**src/rtl/llm_pkg.sv**
```systemverilog
package llm_pkg;
   typedef enum logic [1:0] {
      SC_REJECT  = 2'd0,
      SC_FORWARD = 2'd1,
      SC_KEEPDST = 2'd2
   } sc_code_e;
endpackage

```
**src/rtl/llm_lock_reg.sv**
```systemverilog
module llm_lock_reg #(
   parameter int ADDR_W    = 40,
   parameter int GRAN_BITS = 4
) (
   input  logic              clk,
   input  logic              rst_n,
   input  logic              set_i,
   input  logic [ADDR_W-1:0] set_addr_i,
   input  logic              drop_i,
   input  logic [ADDR_W-1:0] probe_addr_i,
   output logic              hit_o
);
   localparam logic [ADDR_W-1:0] LOW_MASK = ADDR_W'((64'd1 << GRAN_BITS) - 64'd1);

   initial assert (GRAN_BITS >= 0 && GRAN_BITS < ADDR_W)
      else $error("llm_lock_reg: GRAN_BITS out of range");

   logic              valid_q;
   logic [ADDR_W-1:0] granule_q;
   logic [ADDR_W-1:0] set_gran, probe_gran;

   assign set_gran   = set_addr_i & ~LOW_MASK;
   assign probe_gran = probe_addr_i & ~LOW_MASK;
   assign hit_o      = valid_q && (probe_gran == granule_q);

   always_ff @(posedge clk) begin
      if (!rst_n) begin
         valid_q   <= 1'b0;
         granule_q <= '0;
      end else if (set_i) begin
         valid_q   <= 1'b1;
         granule_q <= set_gran;
      end else if (drop_i) begin
         valid_q   <= 1'b0;
      end
   end

   assert_ll_sets_R1: assert property (@(posedge clk) disable iff (!rst_n)
      set_i |=> valid_q && (granule_q == ($past(set_addr_i) & ~LOW_MASK)));

   assert_drop_clears_R3: assert property (@(posedge clk) disable iff (!rst_n)
      (drop_i && !set_i) |=> !valid_q);

   assert_granule_stable_R4: assert property (@(posedge clk) disable iff (!rst_n)
      !set_i |=> $stable(granule_q));
endmodule

```
**src/rtl/llm_fail_track.sv**
```systemverilog
module llm_fail_track #(
   parameter int CNT_W       = 32,
   parameter int WARN_PERIOD = 100000
) (
   input  logic             clk,
   input  logic             rst_n,
   input  logic             fail_i,
   input  logic             clear_i,
   output logic [CNT_W-1:0] cnt_o,
   output logic             warn_o
);
   localparam int               MOD_W   = (WARN_PERIOD > 1) ? $clog2(WARN_PERIOD) : 1;
   localparam logic [CNT_W-1:0] CNT_MAX = {CNT_W{1'b1}};
   localparam bit               IS_POW2 = ((WARN_PERIOD & (WARN_PERIOD - 1)) == 0);

   initial assert (WARN_PERIOD >= 2 && MOD_W <= CNT_W &&
                   longint'(WARN_PERIOD) <= ((longint'(1) << CNT_W) - 1))
      else $error("llm_fail_track: WARN_PERIOD does not fit CNT_W");

   logic [CNT_W-1:0] cnt_q, base_cnt, next_cnt;
   logic             warn_q, step, wrap;

   assign base_cnt = clear_i ? '0 : cnt_q;
   assign step     = fail_i && (base_cnt != CNT_MAX);
   assign next_cnt = step ? base_cnt + 1'b1 : base_cnt;

   generate
      if (IS_POW2) begin : g_pow2
         assign wrap = &base_cnt[MOD_W-1:0];
      end else begin : g_modctr
         logic [MOD_W-1:0] mod_q, base_mod;
         assign base_mod = clear_i ? '0 : mod_q;
         assign wrap     = (base_mod == MOD_W'(WARN_PERIOD - 1));
         always_ff @(posedge clk) begin
            if (!rst_n)    mod_q <= '0;
            else if (step) mod_q <= wrap ? '0 : base_mod + 1'b1;
            else           mod_q <= base_mod;
         end
      end
   endgenerate

   always_ff @(posedge clk) begin
      if (!rst_n) begin
         cnt_q  <= '0;
         warn_q <= 1'b0;
      end else begin
         cnt_q  <= next_cnt;
         warn_q <= step && wrap;
      end
   end

   assign cnt_o  = cnt_q;
   assign warn_o = warn_q;

   assert_count_step_R5: assert property (@(posedge clk) disable iff (!rst_n)
      (fail_i && !clear_i && cnt_q != CNT_MAX) |=> cnt_q == $past(cnt_q) + 1'b1);

   assert_count_sat_R5: assert property (@(posedge clk) disable iff (!rst_n)
      (!clear_i && cnt_q == CNT_MAX) |=> cnt_q == CNT_MAX);

   assert_warn_multiple_R6: assert property (@(posedge clk) disable iff (!rst_n)
      warn_q |-> (cnt_q != '0) && ((longint'(cnt_q) % WARN_PERIOD) == 0));

   assert_clear_R7: assert property (@(posedge clk) disable iff (!rst_n)
      clear_i |=> cnt_q <= CNT_W'(1));
endmodule

```
**src/rtl/ll_lock_monitor.sv**
```systemverilog
module ll_lock_monitor #(
   parameter int ADDR_W      = 40,
   parameter int GRAN_BITS   = 4,
   parameter int CNT_W       = 32,
   parameter int WARN_PERIOD = 100000
) (
   input  logic              clk,
   input  logic              rst_n,
   input  logic              ll_done,
   input  logic [ADDR_W-1:0] ll_addr,
   input  logic              sc_req,
   input  logic [ADDR_W-1:0] sc_addr,
   input  logic              sc_uncached,
   input  logic              sc_resp_valid,
   input  logic              sc_resp_ok,
   output logic              sc_issue,
   output logic              sc_local_fail,
   output logic [1:0]        sc_code,
   output logic [CNT_W-1:0]  fail_count,
   output logic              warn_pulse
);
   import llm_pkg::*;

   logic     resv_hit, reject;
   sc_code_e code;

   llm_lock_reg #(.ADDR_W(ADDR_W), .GRAN_BITS(GRAN_BITS)) u_resv (
      .clk          (clk),
      .rst_n        (rst_n),
      .set_i        (ll_done),
      .set_addr_i   (ll_addr),
      .drop_i       (reject),
      .probe_addr_i (sc_addr),
      .hit_o        (resv_hit)
   );

   always_comb begin
      reject = 1'b0;
      code   = SC_REJECT;
      if (sc_req) begin
         if (sc_uncached)   code = SC_KEEPDST;
         else if (resv_hit) code = SC_FORWARD;
         else               reject = 1'b1;
      end
   end

   assign sc_issue      = sc_req && !reject;
   assign sc_local_fail = reject;
   assign sc_code       = code;

   llm_fail_track #(.CNT_W(CNT_W), .WARN_PERIOD(WARN_PERIOD)) u_fails (
      .clk     (clk),
      .rst_n   (rst_n),
      .fail_i  (reject),
      .clear_i (sc_resp_valid && sc_resp_ok),
      .cnt_o   (fail_count),
      .warn_o  (warn_pulse)
   );

   assert_uncached_forward_R4: assert property (@(posedge clk) disable iff (!rst_n)
      (sc_req && sc_uncached) |-> sc_issue && !sc_local_fail && sc_code == 2'd2);

   assert_reject_code_R3: assert property (@(posedge clk) disable iff (!rst_n)
      sc_local_fail |-> !sc_issue && sc_code == 2'd0);

   assert_idle_quiet_R9: assert property (@(posedge clk) disable iff (!rst_n)
      !sc_req |-> !sc_issue && !sc_local_fail);

   assert_ll_then_hit_R8: assert property (@(posedge clk) disable iff (!rst_n)
      (ll_done && sc_req && !sc_uncached && $stable(sc_addr)) |=>
         (sc_req && !sc_uncached && $stable(sc_addr) && $stable(ll_addr) &&
          ll_addr == sc_addr) ? sc_issue : 1'b1);
endmodule

```
**config.mk**
```make
export PLATFORM = sky130hd
export DESIGN_NAME = ll_lock_monitor
export DESIGN_NICKNAME = d
export VERILOG_FILES = /design/src/rtl/llm_pkg.sv /design/src/rtl/llm_lock_reg.sv /design/src/rtl/llm_fail_track.sv /design/src/rtl/ll_lock_monitor.sv
export SDC_FILE = /design/constraint.sdc
export NUM_CORES = 1
export LEC_CHECK = 0
export CAP_MARGIN = 15
export CELL_PAD_IN_SITES_DETAIL_PLACEMENT = 1
export CELL_PAD_IN_SITES_GLOBAL_PLACEMENT = 1
export CORE_MARGIN = 5
export CORE_UTILIZATION = 39
export DETAILED_ROUTE_END_ITERATION = 7
export PLACE_DENSITY = 0.9
export SYNTH_ARGS = -nofsm -noshare
export SYNTH_HDL_FRONTEND = slang
export SYNTH_SLANG_ARGS = --single-unit
```
**constraint.sdc**
```tcl
create_clock -name clk -period 7.2 [get_ports clk]
set_input_delay 1.44 -clock clk [delete_from_list [all_inputs] [get_ports clk]]
set_output_delay 1.44 -clock clk [all_outputs]
set_load 0.02 [all_outputs]
```
# Word level (Yosys, flattened, before mapping)
# Cells that the tools add are included.
op_classes:
  mux: 13
  eq_ne: 3
  addsub: 2
  reduce_logical: 7
op_table:
  columns: ["operator", "count"]
  rows:
  - ["32-bit 2-to-1 mux", 2]
  - ["17-bit 2-to-1 mux", 3]
  - ["36-bit == test", 1]
  - ["32-bit by 1-bit adder with 32-bit output (second input constant)", 1]
  - ["32-bit != test (second input constant)", 1]
  - ["17-bit by 1-bit adder with 17-bit output (second input constant)", 1]
  - ["17-bit == test (second input constant)", 1]
  - ["1-bit 2-to-1 mux", 6]
  - ["1-bit logical AND", 5]
  - ["2-bit 2-to-1 mux", 2]
  - ["2-bit nonzero test", 1]
  - ["1-bit zero test", 1]
word_totals:
  elab_cells: 30
  reg_bits: 87

# Logic depth before layout (Yosys ltp)
# Gate-level depths: netlist (run 1).
depth:
  depth_word: 7
  depth_mapped: 14

# Cells and area by module
# From an unflattened synthesis (run 1), not the netlist that was laid out.
hier_totals:
  cells_unflattened: 533
  area_unflattened_um2: 4753.3
by_module_without_submodules:
  columns: ["mod", "area_per_inst_um2", "instances", "seq_area_each_um2", "cells_per_inst"]
  rows:
  - ["llm_fail_track", 2931.6, 1, 1001.0, 361]
  - ["llm_lock_reg", 1779.2, 1, 740.7, 167]
  - ["ll_lock_monitor", 42.5, 1, 0.0, 5]

# Least setup slack after synthesis (run 1)
# Ideal clock, no wire load.
synth_path:
  kind: "in2out"
  start: "in sc_addr[39]"
  end: "out sc_issue"
  cell_stages: 8
  arrival_time_ps: 2914
  path_slack_ps: 2846
  path_cell_list: "xnor2_1 > nand4_1 > nor4_1 > and4_1 > buf_2 > buf_2 > buf_2 > o21a_1"
synth_via:
  elab_chain_cells: 7
synth_lines:
  columns: ["element", "line", "text"]
  rows:
  - ["from (decl)", "ll_lock_monitor.sv:12", "input logic [ADDR_W-1:0] sc_addr,"]
  - ["36-bit == test", "llm_lock_reg.sv:24", "assign hit_o = valid_q && (probe_gran == granule_q);"]
  - ["1-bit logical AND", "llm_lock_reg.sv:24", null]
  - ["1-bit 2-to-1 mux", "ll_lock_monitor.sv:42", "else if (resv_hit) code = SC_FORWARD;"]
  - ["1-bit 2-to-1 mux", "ll_lock_monitor.sv:41", "if (sc_uncached) code = SC_KEEPDST;"]
  - ["1-bit 2-to-1 mux", "ll_lock_monitor.sv:40", "if (sc_req) begin"]
  - ["1-bit zero test", "ll_lock_monitor.sv:47", "assign sc_issue = sc_req && !reject;"]
  - ["1-bit logical AND", "ll_lock_monitor.sv:47", null]
  - ["to (decl)", "ll_lock_monitor.sv:16", "output logic sc_issue,"]
# Every way passes these cells.

# Worst setup path after layout (run 1)
layout_path:
  start: "in sc_addr[9]"
  end: "out sc_issue"
# The elaborated chain is that of the path after synthesis.

==> run metrics, run 1 <==
largest stage delay on the critical path=between 0.5 and 0.6 ns; total grt overflow=0; filler cell count=1411; Primary FF master, synth=dfxtp_1; multi-input logic area=between 0.002 and 0.003 sq mm; vias=4846; Fmax achieved=188 MHz; HPWL after detailed placement=around 11000 microns; P&R area growth vs syn=31.2%; crit path DAT=3.89 ns; first-pass GRT wire length=about 26000 microns; post-cts sizing count=0; Initial Util=39.5%; relative slew slack=26.7%; 1st-pass router iterations=4; DIE HEIGHT=120 microns; CORE AREA=0.0120 sq mm; synthesized area per cell=approximately 8.6 sq um; Final Hold Viols=0; Worst path slowest cell=clkdlybuf4s50_1; TNS Setup=0 ns; WL final=between 15000 and 20000 microns; Ys Warns=0; Buffers on Ports=115; Clock Tree Root=clkbuf_16; H-tree depth=3; layout cells sized above 1=between 4 and 5%; most frequent cells in the layout=114 x clkdlybuf4s50_1, 87 x dfxtp_1, 56 x nor2_1; most common cell after layout, fill and taps aside=clkdlybuf4s50_1; Critical Path Source Type=primary input; CP cell instances=clkdlybuf4s50_1, xnor2_1, nand4_1, nor4_1, and4_2, o21a_1, clkdlybuf4s50_1; Die X=around 120 microns; Post-DRT Antenna Nets=0; clk sinks=87; Final Cycle Share=74.0%; ys async rst share=0%; postcts setup bufs=0; Setup Skew=0.00625 ns; clk slew on worst S/H paths=roughly 0.060 ns; Overall Global Routing Usage=22.2%; DR iter-0 viols=382; FP Rows=40; worst-margin pin slew=1.10 ns; fin crit period=about 5.3 ns; required time of the critical path=5.76 ns; Unique masters post-synth=54; WS Path Type=in2out; CP Capture Type=primary output; clock latency on the worst-skew pair=0.35 ns; fin nets=737; power per cell area=172 mW/mm^2; die footprint=roughly 0.014 sq mm; EDFF count, synth=0; IO Pins=124; Design Power=1.07 mW; drt wl/cell=19.8 microns; RSZ-0062 raised after global routing=false; syn_nets=641; status=finished, final reports clean; largest net degree at the start of global routing=~60; max cap viols=0; n_diodes=0; Hold Buf Count CTS=0; Slew Limit Fails=0; sequential cell area fraction in the yosys report=36.9%; Final GP Congestion=0.839; vias in the first global route=about 5.2k; Final Setup Violations=0; CTS Buffer Depth=2; Max VDD drop=121 uV; DR DRC count=0; worst-path fanout max=17; vias per cell=around 6.1; synthesized cell area=0.00472 sq mm; CTS tree=yes; Leakage Power=approximately 2.1 nW; Mapped Cells=552; worst hold path class=reg2reg; most numerous cell on the critical path=clkdlybuf4s50_1; Seq. cell area=approximately 0.0017 sq mm; antenna violations before repair=0; Seq cells post-synth=87; CTS Buf Count=9
cell families (layout without fill, tap and decap cells):
| family | after synthesis | after routing | synth area share (%) |
|---|---|---|---|
| fa+ha+maj | 2 | 2 | 0.530 |
| buf+inv | 42 | 143 | 3.95 |
| mux | 43 | 43 | 9.12 |
| simple gates | 248 | 248 | 28.9 |
| xor+xnor | 36 | 36 | 6.68 |
| flops | 87 | 87 | 36.9 |
| compound gates | 94 | 94 | 14.0 |
per-layer routing:
layer | track usage [%] | share of wire, % | up-vias
li1 | - | - | 2254
met4 | 6.59 | 1.6 | 0
met5 | 0 | 0 | -
met3 | 7.35 | 7.5 | 24
met1 | 24.7 | 39 | 2392
met2 | 39.9 | 51 | 176
flip-flops by register name, summed over array words and instances, names as in the netlist:
| name | count |
|---|---|
| u_resv.granule_q | 36 |
| u_fails.cnt_o | 32 |
| u_fails.g_modctr.mod_q | 17 |
| u_fails.warn_o | 1 |
| u_resv.valid_q | 1 |
critical path, delay by kind of cell:
family / cells / cell delay, ns
xor+xnor: 1 / 0.15
simple gates: 3 / 1.04
buf+inv: 2 / 1.08
compound gates: 1 / 0.17
path summary, 6_finish.rpt:
path	slack (ns)	from	depth (start not counted)	to
setup reg to reg	4.08	u_fails.g_modctr.mod_q[0]$_SDFF_PN0_	8	u_fails.g_modctr.mod_q[7]$_SDFF_PN0_
hold / removal	0.49	u_resv.valid_q$_SDFFE_PN0P_	2	u_resv.valid_q$_SDFFE_PN0P_
hold reg to reg	0.49	u_resv.valid_q$_SDFFE_PN0P_	2	u_resv.valid_q$_SDFFE_PN0P_
setup / recovery	1.87	sc_addr[9]	7	sc_issue
stage by stage:
step	instance area (sq um)	std cells	setup WS (ns)	util, %	hold WS [ns]
finish	6200	800	1.87	51.8	0.491
global placement	5940	784	1.95	49.6	0.451
global route	6200	800	1.75	51.8	0.510
floorplan	4720	552	2.85	-	0.436
CTS	6200	800	1.87	51.8	0.499
detailed placement	5940	784	1.88	49.6	0.487
cell type report:
type,count,share of cell area [%]
multi-input combinational,423,45.1
clock inverter,4,0.363
sequential,87,28.1
tap,147,2.97
inverter,5,0.303
timing repair buffer,122,19.3
clock buffer,12,3.82
cell usage after synthesis, drive strengths merged (3+ instances only):
library cell / number / share of area (%)
dfxtp: 87 / 37
xor2: 3 / 0.56
a21oi: 27 / 2.9
nor2: 57 / 4.6
nor3: 11 / 1.2
nand2: 41 / 3.3
inv: 5 / 0.40
o311ai: 7 / 1.3
or4: 20 / 3.2
o32ai: 3 / 0.56
o31ai: 19 / 3.0
nor4b: 3 / 0.56
o21ai: 10 / 1.1
o41ai: 6 / 1.1
or3: 12 / 1.6
mux2i: 43 / 9.1
o211ai: 4 / 0.64
buf: 22 / 2.4
xnor2: 33 / 6.1
and3: 7 / 1.0
and2: 11 / 1.5
nand4: 28 / 3.8
clkbuf: 15 / 1.2
nor4: 9 / 1.8
nand3: 32 / 3.4
and4: 11 / 2.0
where the power goes:
group	leakage, nW	switching, mW	internal (mW)
combinational	1.28	0.0599	0.0717
sequential	0.709	0.0105	0.495
clock	0.126	0.198	0.233
total	2.11	0.269	0.799
Note: power is estimated with default switching activity, not from simulation.
==> run 2: changes to the inputs <==
Settings changed: CORE_UTILIZATION 39 to 36, PLACE_DENSITY 0.9 to 0.84.
Clock period 7.2 ns to 5 ns, I/O delays scaled along.
==> run metrics, run 2 (synthesis results as in run 1) <==
fin nets=approximately 740; reg2reg path depth=8; post-cts sizing count=0; Clk network pwr share=between 40% and 50%; Switching Power=between 0.3 and 0.4 mW; TNS Setup=0 ns; Final Hold Viols=0; CTS Buffer Depth=2; Final Cycle Share=85.2%; Most flops, register=u_resv.granule_q; Setup Skew=0.00506 ns; Initial Util=a little under two fifths; most frequent cells in the layout=114 x clkdlybuf4s50_1, 87 x dfxtp_1, 56 x nor2_1; DR iter-0 viols=252; IO Pins=124; Critical Path Source Type=primary input; n_diodes=0; HPWL after detailed placement=11400 microns; clk sinks=87; postcts setup bufs=0; WL final=15900 microns; Design Power=1.60 mW; RSZ-0062 raised after global routing=false; Slew Limit Fails=0; vias per cell=5.86; Largest register FFs=36; vias=4854; Final Setup Violations=0; H-tree depth=3; vias in the first global route=a little over 5k; multi-input logic area=0.00279 sq mm; clk slew on worst S/H paths=0.06 ns; CORE AREA=roughly 0.013 sq mm; Buffers on Ports=115; most common cell after layout, fill and taps aside=clkdlybuf4s50_1; placed inst area=0.00600 sq mm; total grt overflow=0; antenna violations before repair=0; 1st-pass router iterations=4; Layout Utilization=49.5%; first-pass GRT wire length=25900 microns; clock latency on the worst-skew pair=0.35 ns; CP Capture Type=primary output; power per cell area=254 mW/mm^2; relative slew slack=between 20 and 30%; sequential power share=45.4%; Post-DRT Antenna Nets=0; CTS tree=yes; Die X=125 microns; Final GP Congestion=0.855; max cap viols=0; Max VDD drop=195 uV; worst hold path class=reg2reg; status=finished, final reports clean; hold-critical path depth=2; crit path DAT=3.26 ns; worst-margin pin slew=roughly 1.1 ns; die footprint=between 0.015 and 0.02 sq mm; Leakage Power=2.15 nW; CTS Buf Count=9; Comb pwr share=11.8%; layout cells sized above 1=just under 6%; DIE HEIGHT=125 microns; FP Rows=slightly above 40; DR DRC count=0; Pint=around 1.2 mW; fin crit period=4.26 ns; final std cell area, no fill=0.00630 sq mm; Seq. cell area=roughly 0.0017 sq mm; largest net degree at the start of global routing=53; Clock Tree Root=clkbuf_16; drt wl/cell=19.1 microns; Hold Buf Count CTS=0; worst-path fanout max=4; Fmax achieved=235 MHz; Hold Slack=0.497 ns; Overall Global Routing Usage=20.3%; Switching Share=24.2%; filler cell count=1549; required time of the critical path=4.00 ns; P&R area growth vs syn=33.4%; WS Path Type=in2out
## run 2: area by class of cell
| cell class | count | share of cell area (%) |
|---|---|---|
| multi-input combinational | 423 | 44.4 |
| sequential | 87 | 27.7 |
| timing repair buffer | 126 | 19.5 |
| clock buffer | 10 | 3.79 |
| tap | 172 | 3.42 |
| clock inverter | 6 | 0.954 |
| inverter | 5 | 0.298 |
## run 2: routing by layer
layer / routed length (microns) / vias to the layer above / global-route usage [%]
met5: 0 / - / 0
met4: 317 / 0 / 5.93
met3: 1280 / 29 / 7.55
met2: 8040 / 162 / 36.9
met1: 6230 / 2398 / 21.8
li1: - / 2265 / -
## run 2: final timing paths
path | startpoint | slack (ns) | endpoint
max reg2reg | u_fails.g_modctr.mod_q[0]$_SDFF_PN0_ | 2.01 | u_fails.g_modctr.mod_q[7]$_SDFF_PN0_
min reg2reg | u_fails.g_modctr.mod_q[16]$_SDFF_PN0_ | 0.50 | u_fails.g_modctr.mod_q[16]$_SDFF_PN0_
max | sc_addr[31] | 0.74 | sc_issue
min | u_fails.g_modctr.mod_q[16]$_SDFF_PN0_ | 0.50 | u_fails.g_modctr.mod_q[16]$_SDFF_PN0_
## run 2: metrics by stage
stage,setup slack [ns],cells
floorplan,1.36,552
global placement,0.748,813
detailed placement,0.697,813
CTS,0.689,829
global route,0.582,829
finish,0.741,829
## run 2: power by group through the flow
| stage | clock [mW] | combinational [mW] | sequential [mW] |
|---|---|---|---|
| after floorplan | 0 | 0.0942 | 0.739 |
| after global placement | 0 | 0.183 | 0.741 |
| after detailed placement | 0 | 0.190 | 0.742 |
| after CTS | 0.700 | 0.191 | 0.727 |
| after global routing | 0.726 | 0.205 | 0.729 |
| final | 0.686 | 0.189 | 0.727 |
## run 2: worst max-delay path, stage by stage
cell and delay, ns:
clkdlybuf4s50_1 0.49, xnor2_1 0.14, nand4_1 0.12, nor4_1 0.36, and4_2 0.42, o21a_1 0.13
clkdlybuf4s50_1 0.60
